`src/rtl/resp_shift_pkg.sv`:
```
package resp_shift_pkg;

    typedef enum logic [1:0] {
        LVL_IDLE = 2'b00,
        LVL_LOW  = 2'b01,
        LVL_HIGH = 2'b10
    } lvl_cls_e;

    // Code 11 is folded into idle.
    function automatic lvl_cls_e classify(input logic [1:0] code);
        case (code)
            2'b01:   return LVL_LOW;
            2'b10:   return LVL_HIGH;
            default: return LVL_IDLE;
        endcase
    endfunction

endpackage

```
`src/rtl/bus_level_tracker.sv`:
```
module bus_level_tracker
    import resp_shift_pkg::*;
(
    input  logic       clk,
    input  logic       rst_n,
    input  logic [1:0] bus_lvl,
    output logic       is_idle,
    output logic       fall
);

    typedef struct packed {
        lvl_cls_e prev;
    } trk_state_t;

    trk_state_t st_d, st_q;
    lvl_cls_e   cls_now;

    always_comb begin
        cls_now  = classify(bus_lvl);
        is_idle  = (cls_now == LVL_IDLE);
        fall     = (st_q.prev == LVL_HIGH) && (cls_now == LVL_LOW);
        st_d     = st_q;
        st_d.prev = cls_now;
    end

    always_ff @(posedge clk or negedge rst_n) begin
        if (!rst_n) begin
            st_q <= '{prev: LVL_IDLE};
        end else begin
            st_q <= st_d;
        end
    end

    // A fall is only possible at the port-level low code.
    p_fall_on_low_r10: assert property (@(posedge clk) disable iff (!rst_n)
        fall |-> (bus_lvl == 2'b01));

    // A fall in one cycle rules out a fall in the next.
    p_no_double_fall_r10: assert property (@(posedge clk) disable iff (!rst_n)
        fall |=> !fall);

endmodule

```
`src/rtl/resp_word_reg.sv`:
```
module resp_word_reg #(
    parameter int WORD_W = 8
) (
    input  logic              clk,
    input  logic              rst_n,
    input  logic              is_idle,
    input  logic              fall,
    input  logic              load_strb,
    input  logic [WORD_W-1:0] word_in,
    output logic              next_bit,
    output logic              done
);

    localparam int CNT_W = $clog2(WORD_W + 1);
    localparam logic [CNT_W-1:0] CNT_FULL = CNT_W'(WORD_W);

    typedef struct packed {
        logic [WORD_W-1:0] word;
        logic [CNT_W-1:0]  cnt;
    } wr_state_t;

    wr_state_t st_d, st_q;

    always_comb begin
        st_d     = st_q;
        next_bit = st_q.word[WORD_W-1];
        done     = (st_q.cnt == CNT_FULL);
        if (is_idle) begin
            if (load_strb) begin
                st_d.word = word_in;
                st_d.cnt  = '0;
            end
        end else if (fall) begin
            // Zero fill: no wrap once the word is used up.
            st_d.word = {st_q.word[WORD_W-2:0], 1'b0};
            if (st_q.cnt != CNT_FULL) begin
                st_d.cnt = st_q.cnt + 1'b1;
            end
        end
    end

    always_ff @(posedge clk or negedge rst_n) begin
        if (!rst_n) begin
            st_q <= '0;
        end else begin
            st_q <= st_d;
        end
    end

    p_cnt_bound_r7: assert property (@(posedge clk) disable iff (!rst_n)
        st_q.cnt <= CNT_FULL);

    p_spent_word_zero_r7: assert property (@(posedge clk) disable iff (!rst_n)
        done |-> (st_q.word == '0));

    p_busy_load_ignored_r9: assert property (@(posedge clk) disable iff (!rst_n)
        (load_strb && !is_idle && !fall) |=> ($stable(st_q.word) && $stable(st_q.cnt)));

    p_idle_load_rewinds_r8: assert property (@(posedge clk) disable iff (!rst_n)
        (load_strb && is_idle) |=> (st_q.cnt == '0));

endmodule

```
`src/rtl/bus_paced_resp_shifter.sv`:
```
module bus_paced_resp_shifter #(
    parameter int WORD_W = 8
) (
    input  logic              clk,
    input  logic              rst_n,
    input  logic [1:0]        bus_lvl,
    input  logic [WORD_W-1:0] word_in,
    input  logic              load_strb,
    output logic              sink_en,
    output logic              done
);

    typedef struct packed {
        logic bit_on;
    } top_state_t;

    top_state_t st_d, st_q;
    logic       is_idle;
    logic       fall;
    logic       next_bit;

    bus_level_tracker u_trk (
        .clk     (clk),
        .rst_n   (rst_n),
        .bus_lvl (bus_lvl),
        .is_idle (is_idle),
        .fall    (fall)
    );

    resp_word_reg #(.WORD_W(WORD_W)) u_word (
        .clk       (clk),
        .rst_n     (rst_n),
        .is_idle   (is_idle),
        .fall      (fall),
        .load_strb (load_strb),
        .word_in   (word_in),
        .next_bit  (next_bit),
        .done      (done)
    );

    always_comb begin
        st_d = st_q;
        if (is_idle) begin
            st_d.bit_on = 1'b0;
        end else if (fall) begin
            st_d.bit_on = next_bit;
        end
        // Idle cuts the sink immediately.
        sink_en = st_q.bit_on && !is_idle;
    end

    always_ff @(posedge clk or negedge rst_n) begin
        if (!rst_n) begin
            st_q <= '0;
        end else begin
            st_q <= st_d;
        end
    end

    p_idle_sink_off_r5: assert property (@(posedge clk) disable iff (!rst_n)
        ((bus_lvl == 2'b00) || (bus_lvl == 2'b11)) |-> !sink_en);

    p_hold_between_falls_r3: assert property (@(posedge clk) disable iff (!rst_n)
        (!fall && !is_idle) |=> $stable(st_q.bit_on));

    p_idle_ends_resp_r6: assert property (@(posedge clk) disable iff (!rst_n)
        is_idle |=> !st_q.bit_on);

    p_zero_past_end_r7: assert property (@(posedge clk) disable iff (!rst_n)
        (done && fall) |=> !st_q.bit_on);

endmodule

```
`config.mk`:
```
export PLATFORM = sky130hd
export DESIGN_NAME = bus_paced_resp_shifter
export DESIGN_NICKNAME = d
export VERILOG_FILES = /design/src/rtl/resp_shift_pkg.sv /design/src/rtl/bus_level_tracker.sv /design/src/rtl/resp_word_reg.sv /design/src/rtl/bus_paced_resp_shifter.sv
export SDC_FILE = /design/constraint.sdc
export NUM_CORES = 1
export LEC_CHECK = 0
export BUFFER_PORTS_ARGS = -buffer_cell sky130_fd_sc_hd__buf_2
export CAP_MARGIN = 40
export CELL_PAD_IN_SITES_DETAIL_PLACEMENT = 1
export CELL_PAD_IN_SITES_GLOBAL_PLACEMENT = 1
export CORE_MARGIN = 3
export CORE_UTILIZATION = 45
export DETAILED_ROUTE_END_ITERATION = 8
export GPL_TIMING_DRIVEN = 0
export PLACE_DENSITY = 0.78
export SLEW_MARGIN = 40
export SYNTH_ARGS = -nofsm -noshare
export SYNTH_HDL_FRONTEND = slang
export SYNTH_SLANG_ARGS = --single-unit
```
`constraint.sdc`:
```
create_clock -name clk -period 3.35 [get_ports clk]
set_input_delay 0.67 -clock clk [delete_from_list [all_inputs] [get_ports clk]]
set_output_delay 0.67 -clock clk [all_outputs]
set_load 0.01 [all_outputs]
```
==> impl_metrics.csv, run 1 <==
group,metric,value,unit
global_route,grt_max_degree,16,
setup_path,crit_chain,"buf_2 > inv_1 > ha_1 > buf_2 > buf_2 > nor2b_1 > buf_2",
place,dp_cells,111,
timing,slew_headroom,0.776,
pwr,comb_power_share,0.278,
pwr,finalPower,492,uW
logic_synthesis,synth-seq-cells,15,
setup_path,cp.required,2.68,ns
timing,min_period,2.58,ns
floorplan,core_area,1760,um^2
floorplan,io_pins,15,
logic_synthesis,ys_seq_area_frac,0.437,
setup_path,cp_max_fo,10,
setup_path,rrSetupSlack,1.70,ns
setup_path,worstSetupStartpointType,"primary input",
drt,vias,600,
floorplan,floorplan.initialDensity,0.487,
pwr,ir_worst_vdd,223,uV
clock_network,clock_path_buffers,2,
timing,setup_viol,0,
timing,finClkSkew,0.00610,ns
place,dp_hpwl,1220,um
clock_network,cts_resized,0,
global_route,grt_pass1_vias,624,
setup_path,end_kind,"primary output",
floorplan,dieArea,2470,um^2
floorplan,die_w,49.7,um
logic_synthesis,synth_cells,72,
clock_network,postCtsSetupRepairBufs,0,
setup_path,crit_path_frequent_cell,"buf_2",
setup_path,critical_path.slowest_cell,"ha_1",
setup_path,crit_buf_inv,5,
pwr,p_int,352,uW
clock_network,cts_tree,"built",
timing,fin_ws,0.772,ns
drt,dr.pass1.iters,2,
flow_run,drv_cap,0,
drt,wl,1560,um
clock_network,root_buffer,"clkbuf_4",
setup_path,crit_path_max_incr_delay,0.37,ns
setup_path,crit_arrival,1.91,ns
clock_network,ctsHoldBuffers,0,
floorplan,rows,15,
place,port_buffers,14,
logic_synthesis,synth_area,860,um^2
min_path,hold_path_class,"in -> async",
global_route,grt-ovfl-total,0,
cells_and_area,fin_nets,109,
drt,wl_per_cell,13.6,um
floorplan,dieHeight,49.7,um
cells_and_area,postLayoutCellArea,988,um^2
timing,rsz0062_at_grt,"false",
setup_path,crit_family,"buffers and inverters",
timing,drv_slew,0,
logic_synthesis,ys_types,21,
pwr,p_leak,0.474,nW
place,finalWeightedCongestion,0.735,
place,detailedPlace.worstSlack,0.747,ns
pwr,p_sw_frac,0.284,
pwr,switchingPower,140,uW
timing,worst_pin_slew,0.337,ns
pwr,seq_power_share,0.515,
logic_synthesis,synth_nets,90,
timing,max_freq,388,MHz
clock_network,clkTransAtPathRegs,0.09,ns
pwr,clock_power_share,0.208,
timing,hold-worst-slack,0.275,ns
logic_synthesis,synth_warnings,0,
global_route,grt_pass1_wl,2760,um
global_route,antenna_found_initial,0,
cells_and_area,final_util,0.560,
drt,ant_nets,0,
cells_and_area,drive_above_1_share,0.467,
place,placed_area,961,um^2
cells_and_area,syn_to_final_growth,15.0,%
pwr,power_density,498,nW/um^2
cells_and_area,antennaDiodeCount,0,
drt,vias_per_cell,5.22,
status,outcome,"complete, no violations",
cells_and_area,finalNonFillerCells,115,
timing,fin_crit_sh,0.770,
setup_path,critPathKind,"in -> out",
timing,tns,0,ns
clock_network,clk_latency,0.28,ns
logic_synthesis,synth.avg_cell_area,11.9,um^2
clock_network,htreeDepth,1,
global_route,grtUsageTotal,0.147,
drt,drtIter0Drc,1,
setup_path,reg2regPathDepth,6,
clock_network,clock_sinks,15,
setup_path,worstReg2RegEnd,"u_word.st_q[2]",
setup_path,r2r-start,"u_word.st_q[0]",
drt,drc,0,
timing,finalHoldViolCount,0,
clock_network,numCtsBuffers,3,
synth_stat cells:
library cell	number	area [um^2]
o21ai_4	1	16.3
ha_1	5	62.6
inv_1	6	22.5
buf_6	1	11.3
nand3_1	1	5.00
o21ai_0	4	20.0
nand2_1	4	15.0
or4b_4	2	27.5
and3b_1	1	8.76
nand3b_2	1	11.3
mux2i_1	1	10.0
nor2_1	2	7.51
nor2b_1	2	12.5
nand3b_1	1	7.51
o211ai_2	2	25.0
mux2_2	15	169
buf_2	2	10.0
o31a_1	2	17.5
dfrtp_1	15	375
nor3_1	2	10.0
o21a_1	2	15.0
cell type report:
class | instances | area (um^2)
Fill cell | 206 | 776
Multi-Input combinational cell | 48 | 440
Sequential cell | 15 | 375
Timing Repair Buffer | 14 | 70.1
Tap cell | 25 | 31.3
Clock buffer | 3 | 22.5
Inverter | 6 | 22.5
Buffer | 3 | 21.3
Clock inverter | 1 | 5.00
sequential cells by signal, summed over array words and instances (netlist names):
register	flops
u_word.next_bit	1
st_q	1
u_trk.st_q	2
u_word.st_q	11
worst max-delay path by stage:
stage	cells after the start	end	startpoint	slack (ns)
after CTS	7	sink_en	bus_lvl[0]	0.75
after global routing	7	sink_en	bus_lvl[0]	0.65
after global placement	7	sink_en	bus_lvl[0]	0.76
after detailed placement	7	sink_en	bus_lvl[0]	0.75
after floorplan	5	sink_en	bus_lvl[0]	1.09
final	7	sink_en	bus_lvl[0]	0.77
power groups by stage:
stage               Sequential (mW)  Combinational [mW]  Clock (mW)
floorplan                     0.248               0.108           0
detailed placement            0.259               0.140           0
CTS                           0.254               0.140       0.109
finish                        0.254               0.137       0.102
global route                  0.262               0.153       0.118
global placement              0.254               0.134           0
metal layers:
metal  global-route usage  vias up  share of wire
met5                    0        -              0
met4               0.0829        0         0.0096
met1                0.181      299           0.45
met3               0.0302        2          0.031
li1                     -      290              -
met2                0.238        9           0.51
layout by cell type, fill, tap and decap left out, drive strengths merged:
cell type  instances
mux2i              1
ha                 5
or4b               2
o211ai             2
inv                6
mux2              15
buf               17
nand3b             2
nand3              1
o21ai              5
dfrtp             15
nand2              4
o31a               2
nor2b              2
and3b              1
nor2               2
clkbuf             3
nor3               2
clkinv             1
o21a               2
cells by family (layout without fill, tap and decap cells):
family	count (synthesis)	after routing	synth area share
AOI/OAI and AO/OA	11	11	0.109
and+or+nand+nor	16	16	0.122
adders and majority gates	5	5	0.0728
buffers and inverters	9	27	0.0509
muxes	16	16	0.208
DFF	15	15	0.437
(Power assumes the default switching activity.)
==> run 2, diff against run 1 <==
Settings changed: CORE_UTILIZATION 45 to 38, PLACE_DENSITY 0.78 to 0.7.
Clock period 3.35 ns to 2.3 ns, I/O delays scaled along.
==> impl_metrics.csv, run 2 (same netlist as run 1, synthesis figures left out) <==
group,metric,value,unit
clock_network,root_buffer,"clkbuf_4",
timing,worst_pin_slew,0.342,ns
clock_network,clock_sinks,15,
timing,drv_slew,0,
drt,drc,0,
timing,tns,0,ns
global_route,grtUsageTotal,0.135,
global_route,grt_util_met3,0.0249,
timing,max_freq,467,MHz
cells_and_area,layout_commonest_cell,"buf_2",
timing,min_period,2.14,ns
timing,finClkSkew,0.00220,ns
cells_and_area,top_register,"u_word.st_q",
timing,setup_viol,0,
drt,wl,1530,um
global_route,grt-busiest-layer,"met2",
clock_network,postCtsSetupRepairBufs,0,
cells_and_area,postLayoutCellArea,990,um^2
pwr,p_leak,0.472,nW
cells_and_area,layout_common_cells,"buf_2 (16), mux2_2 (15), dfrtp_1 (15), inv_1 (6), ha_1 (5)",
place,dp_hpwl,1230,um
floorplan,dieHeight,53.6,um
pwr,finalPower,714,uW
setup_path,cp_max_fo,10,
floorplan,dieArea,2870,um^2
global_route,antenna_found_initial,0,
clock_network,htreeDepth,1,
global_route,grtUsageMet1,0.160,
timing,rsz0062_at_grt,"false",
setup_path,end_kind,"primary output",
floorplan,die_w,53.6,um
setup_path,critPathKind,"in -> out",
global_route,grt.met2_usage,0.233,
setup_path,crit_arrival,1.68,ns
min_path,hold_path_class,"in -> async",
drt,drtIter0Drc,12,
cells_and_area,fill_cells,235,
drt,wl_per_cell,13.1,um
clock_network,clk_latency,0.28,ns
place,port_buffers,14,
floorplan,io_pins,15,
flow_run,drv_cap,0,
clock_network,numCtsBuffers,3,
status,outcome,"complete, no violations",
timing,finalHoldViolCount,0,
place,finalWeightedCongestion,0.713,
timing,slew_headroom,0.772,
global_route,grt_pass1_vias,643,
place,placed_area,963,um^2
global_route,grt_max_degree,16,
floorplan,floorplan.initialDensity,0.421,
global_route,grt-ovfl-total,0,
cells_and_area,final_util,0.485,
setup_path,cp.required,1.84,ns
drt,vias,595,
timing,fin_crit_sh,0.932,
cells_and_area,drive_above_1_share,0.456,
floorplan,rows,16,
clock_network,clock_path_buffers,2,
cells_and_area,largest_reg_flops,11,
cells_and_area,fin_nets,109,
pwr,ir_worst_vdd,385,uV
cells_and_area,top_regs,"u_word.st_q (11), u_trk.st_q (2)",
setup_path,worstSetupStartpointType,"primary input",
cells_and_area,syn_to_final_growth,15.1,%
cells_and_area,antennaDiodeCount,0,
clock_network,ctsHoldBuffers,0,
pwr,power_density,721,nW/um^2
timing,hold-worst-slack,0.0727,ns
drt,dr.pass1.iters,4,
global_route,grt_pass1_wl,2770,um
clock_network,cts_tree,"built",
drt,vias_per_cell,5.09,
drt,ant_nets,0,
floorplan,core_area,2040,um^2
clock_network,cts_resized,0,
clock_network,clkTransAtPathRegs,0.08,ns
[run 2: cell types whose count changed in the layout (fill, tap and decap cells not counted), sizes merged]
cell	delta
clkbuf	+1
clkinv	-1
[run 2: worst max-delay path, cell delays in order]
cell     delay [ns]
buf_2          0.10
inv_1          0.04
ha_1           0.37
buf_2          0.27
buf_2          0.24
nor2b_1        0.06
buf_2          0.13
[run 2: path summary, 6_finish.rpt]
| kind | slack (ns) | startpoint | to | cells past startpoint |
|---|---|---|---|---|
| setup reg to reg | 0.67 | u_word.st_q[0] | u_word.st_q[1] | 6 |
| hold / removal | 0.07 | rst_n | u_trk.st_q[0] | 1 |
| hold reg to reg | 0.51 | u_word.st_q[9] | u_word.st_q[9] | 1 |
| setup / recovery | 0.16 | bus_lvl[0] | sink_en | 7 |
| max in group asynchronous | 1.98 | rst_n | u_word.st_q[7] | 1 |
| min in group clk | 0.43 | bus_lvl[1] | u_trk.st_q[1] | 2 |
[run 2: final cells by class]
cell class	instances	area (um^2)	share of cell area
Buffer	3	21.3	0.0215
Timing Repair Buffer	14	70.1	0.0708
Inverter	6	22.5	0.0228
Clock buffer	4	26.3	0.0265
Tap cell	27	33.8	0.0341
Multi-Input combinational cell	48	440	0.445
Sequential cell	15	375	0.379
[run 2: power by group]
group / switching (mW) / internal, mW
registers: 0.0392 / 0.330
logic: 0.0801 / 0.119
clock network: 0.0784 / 0.0673
total: 0.198 / 0.516
[run 2: through the flow]
stage	setup slack, ns	cells
after detailed placement	0.132	113
after CTS	0.131	117
after global placement	0.157	113
after global routing	0.0394	117
final	0.157	117
after floorplan	0.456	72
[run 2: per-layer routing]
metal | up-vias | part of all wire
met5 | - | 0
li1 | 291 | -
met1 | 289 | 0.43
met2 | 11 | 0.51
met3 | 4 | 0.037
met4 | 0 | 0.016
==> run 3, diff against run 2 <==
Settings changed: ABC_CLOCK_PERIOD_IN_PS set to 2300, CORE_UTILIZATION 38 to 37, SYNTH_HIERARCHICAL set to 1, TNS_END_PERCENT set to 100.
==> impl_metrics.csv, run 3 <==
group,metric,value,unit
logic_synthesis,yosys.area_share.simple,0.140,
setup_path,worstSetupStartpointType,"register",
floorplan,rows,16,
cells_and_area,drive_above_1_share,0.235,
cells_and_area,top_regs,"u_word/st_q (11), u_trk/st_q (2)",
logic_synthesis,synth-seq-cells,15,
clock_network,root_buffer,"clkbuf_4",
timing,max_freq,572,MHz
drt,drtIter0Drc,5,
logic_synthesis,synth_top_cell_by_area,"dfrtp_1",
logic_synthesis,synth_compound_area_frac,0.131,
pwr,p_sw_frac,0.284,
cells_and_area,top_register,"u_word/st_q",
clock_network,postCtsSetupRepairBufs,0,
logic_synthesis,synth.avg_cell_area,10.5,um^2
global_route,antenna_found_initial,0,
logic_synthesis,yosys.area_share.adder,0.0736,
cells_and_area,fin_nets,117,
cells_and_area,antennaDiodeCount,0,
global_route,grt_pass1_wl,3040,um
flow_run,drv_cap,0,
timing,fin_crit_sh,0.760,
cells_and_area,largest_reg_flops,11,
timing,worst_pin_slew,0.347,ns
timing,setup_viol,0,
floorplan,io_pins,15,
place,port_buffers,13,
clock_network,clock_path_buffers,2,
clock_network,numCtsBuffers,3,
setup_path,cp_max_fo,5,
global_route,grt_pass1_vias,705,
cells_and_area,multi_input_comb_area,427,um^2
timing,tns,0,ns
logic_synthesis,synth_nets,99,
place,placed_area,948,um^2
setup_path,crit_arrival,1.29,ns
drt,vias,645,
cells_and_area,seq_area,375,um^2
logic_synthesis,synth_top_family_by_area,"multiplexers",
cells_and_area,fill_cells,246,
clock_network,clk_latency,0.28,ns
drt,vias_per_cell,5.16,
pwr,ir_worst_vdd,391,uV
pwr,comb_power_share,0.198,
global_route,grt_max_degree,16,
cells_and_area,layout_common_cells,"buf_2 (15), dfrtp_1 (15), mux2i_1 (11)",
drt,wl_per_cell,14.0,um
clock_network,cts_tree,"built",
global_route,grt-ovfl-total,0,
drt,dr.pass1.iters,4,
logic_synthesis,synth_common_cells,"dfrtp_1 (15), mux2i_1 (11), a21oi_1 (7), nand2_1 (7), nor2b_1 (7)",
setup_path,end_kind,"primary output",
timing,slew_headroom,0.769,
timing,finalHoldViolCount,0,
logic_synthesis,yosysMostFrequentCell,"dfrtp_1",
setup_path,reg2regPathDepth,5,
cells_and_area,final_util,0.473,
clock_network,clkTransAtPathRegs,0.10,ns
pwr,p_int,424,uW
logic_synthesis,synth_cells,81,
status,outcome,"complete, no violations",
min_path,hold_path_class,"in -> async",
logic_synthesis,ys_seq_area_frac,0.442,
logic_synthesis,synthMuxAreaShare,0.147,
clock_network,cts_resized,0,
drt,wl,1750,um
drt,ant_nets,0,
setup_path,critPathKind,"reg -> out",
timing,min_period,1.75,ns
logic_synthesis,synth-edff-count,0,
logic_synthesis,synth_area,850,um^2
clock_network,htreeDepth,1,
pwr,power_density,607,nW/um^2
floorplan,floorplan.initialDensity,0.412,
drt,drc,0,
logic_synthesis,synth_warnings,6,
floorplan,core_area,2060,um^2
cells_and_area,syn_to_final_growth,14.7,%
timing,drv_slew,0,
logic_synthesis,synth-async-reset-ratio,1.00,
timing,rsz0062_at_grt,"false",
logic_synthesis,synth_top_area_share,0.442,
floorplan,dieHeight,53.9,um
logic_synthesis,synth.area.top_cells,"dfrtp_1 (44%), mux2i_1 (13%), ha_1 (7.4%), a211oi_1 (5.3%), nor2b_1 (5.2%)",
pwr,seq_power_share,0.547,
setup_path,cp.required,1.84,ns
cells_and_area,postLayoutCellArea,975,um^2
logic_synthesis,yosys.area_share.xor_xnor,0.0103,
clock_network,clock_sinks,15,
clock_network,ctsHoldBuffers,0,
pwr,switchingPower,168,uW
place,finalWeightedCongestion,0.692,
timing,finClkSkew,0.00744,ns
pwr,p_leak,0.485,nW
place,dp_hpwl,1320,um
pwr,clock_power_share,0.256,
global_route,grtUsageTotal,0.145,
logic_synthesis,ys_types,22,
logic_synthesis,ys.flop_type,"dfrtp_1",
floorplan,dieArea,2910,um^2
floorplan,die_w,53.9,um
-- run 3: cell types whose count changed after synthesis, sizes merged, moves of 2 or more --
cell	previous run	this run
a211oi	0	6
nor2b	2	8
o31a	2	0
or4b	2	0
o21a	2	0
o211ai	2	0
nand2	4	7
mux2	15	1
a21oi	0	7
mux2i	1	11
o21ai	5	2
nor3	2	0
-- run 3: power groups by stage --
stage | clock network [mW] | registers [mW] | logic (mW)
2_1_floorplan | 0 | 0.320 | 0.0870
3_5_place_dp | 0 | 0.329 | 0.118
3_3_place_gp | 0 | 0.327 | 0.114
4_1_cts | 0.158 | 0.324 | 0.120
6_report | 0.151 | 0.324 | 0.117
5_1_grt | 0.168 | 0.329 | 0.135
-- run 3: logic make-up after synthesis --
kind of cell,after synthesis
xor gates and xnor gates,1
DFF,15
and+or+nand+nor,22
AOI/OAI and AO/OA,17
adders and majority gates,5
buffers and inverters,9
muxes,12
-- run 3: final timing paths --
path / from / endpoint / slack [ns]
max in group asynchronous: rst_n / u_trk/st_q[0] / 1.97
setup / recovery: u_word/st_q[0] / done / 0.55
setup reg to reg: u_trk/st_q[0] / u_word/st_q[10] / 0.91
min in group clk: bus_lvl[1] / u_trk/st_q[1] / 0.43
hold / removal: rst_n / u_word/st_q[5] / 0.07
hold reg to reg: st_q / st_q / 0.52
-- run 3: routing by layer --
layer	vias to the layer above	part of all wire	track usage
met3	2	0.039	0.0249
met4	0	0.0057	0.0638
met1	318	0.45	0.174
li1	314	-	-
met5	-	0	0
met2	11	0.51	0.252
-- run 3: area by class of cell --
type                            count  share of cell area
Clock buffer                        4              0.0270
Tap cell                           27              0.0347
Timing Repair Buffer               13              0.0668
Multi-Input combinational cell     57               0.438
Sequential cell                    15               0.385
Inverter                            5              0.0193
Buffer                              4              0.0295
-- run 3: through the flow --
| step | total power, mW | hold slack [ns] | std cells | setup WS, ns |
|---|---|---|---|---|
| finish | 0.592 | 0.0691 | 125 | 0.553 |
| floorplan | 0.407 | 0.164 | 81 | 0.806 |
| CTS | 0.602 | 0.0739 | 125 | 0.539 |
| global route | 0.632 | 0.0845 | 125 | 0.464 |
| global placement | 0.441 | 0.389 | 121 | 0.523 |
| detailed placement | 0.448 | 0.387 | 121 | 0.484 |
-- run 3: worst max-delay path, cell delays in order (launching register included) --
cell and delay (ns):
dfrtp_1 0.44, inv_1 0.07, ha_1 0.22, nand2_1 0.11
nor2_1 0.05, buf_2 0.14
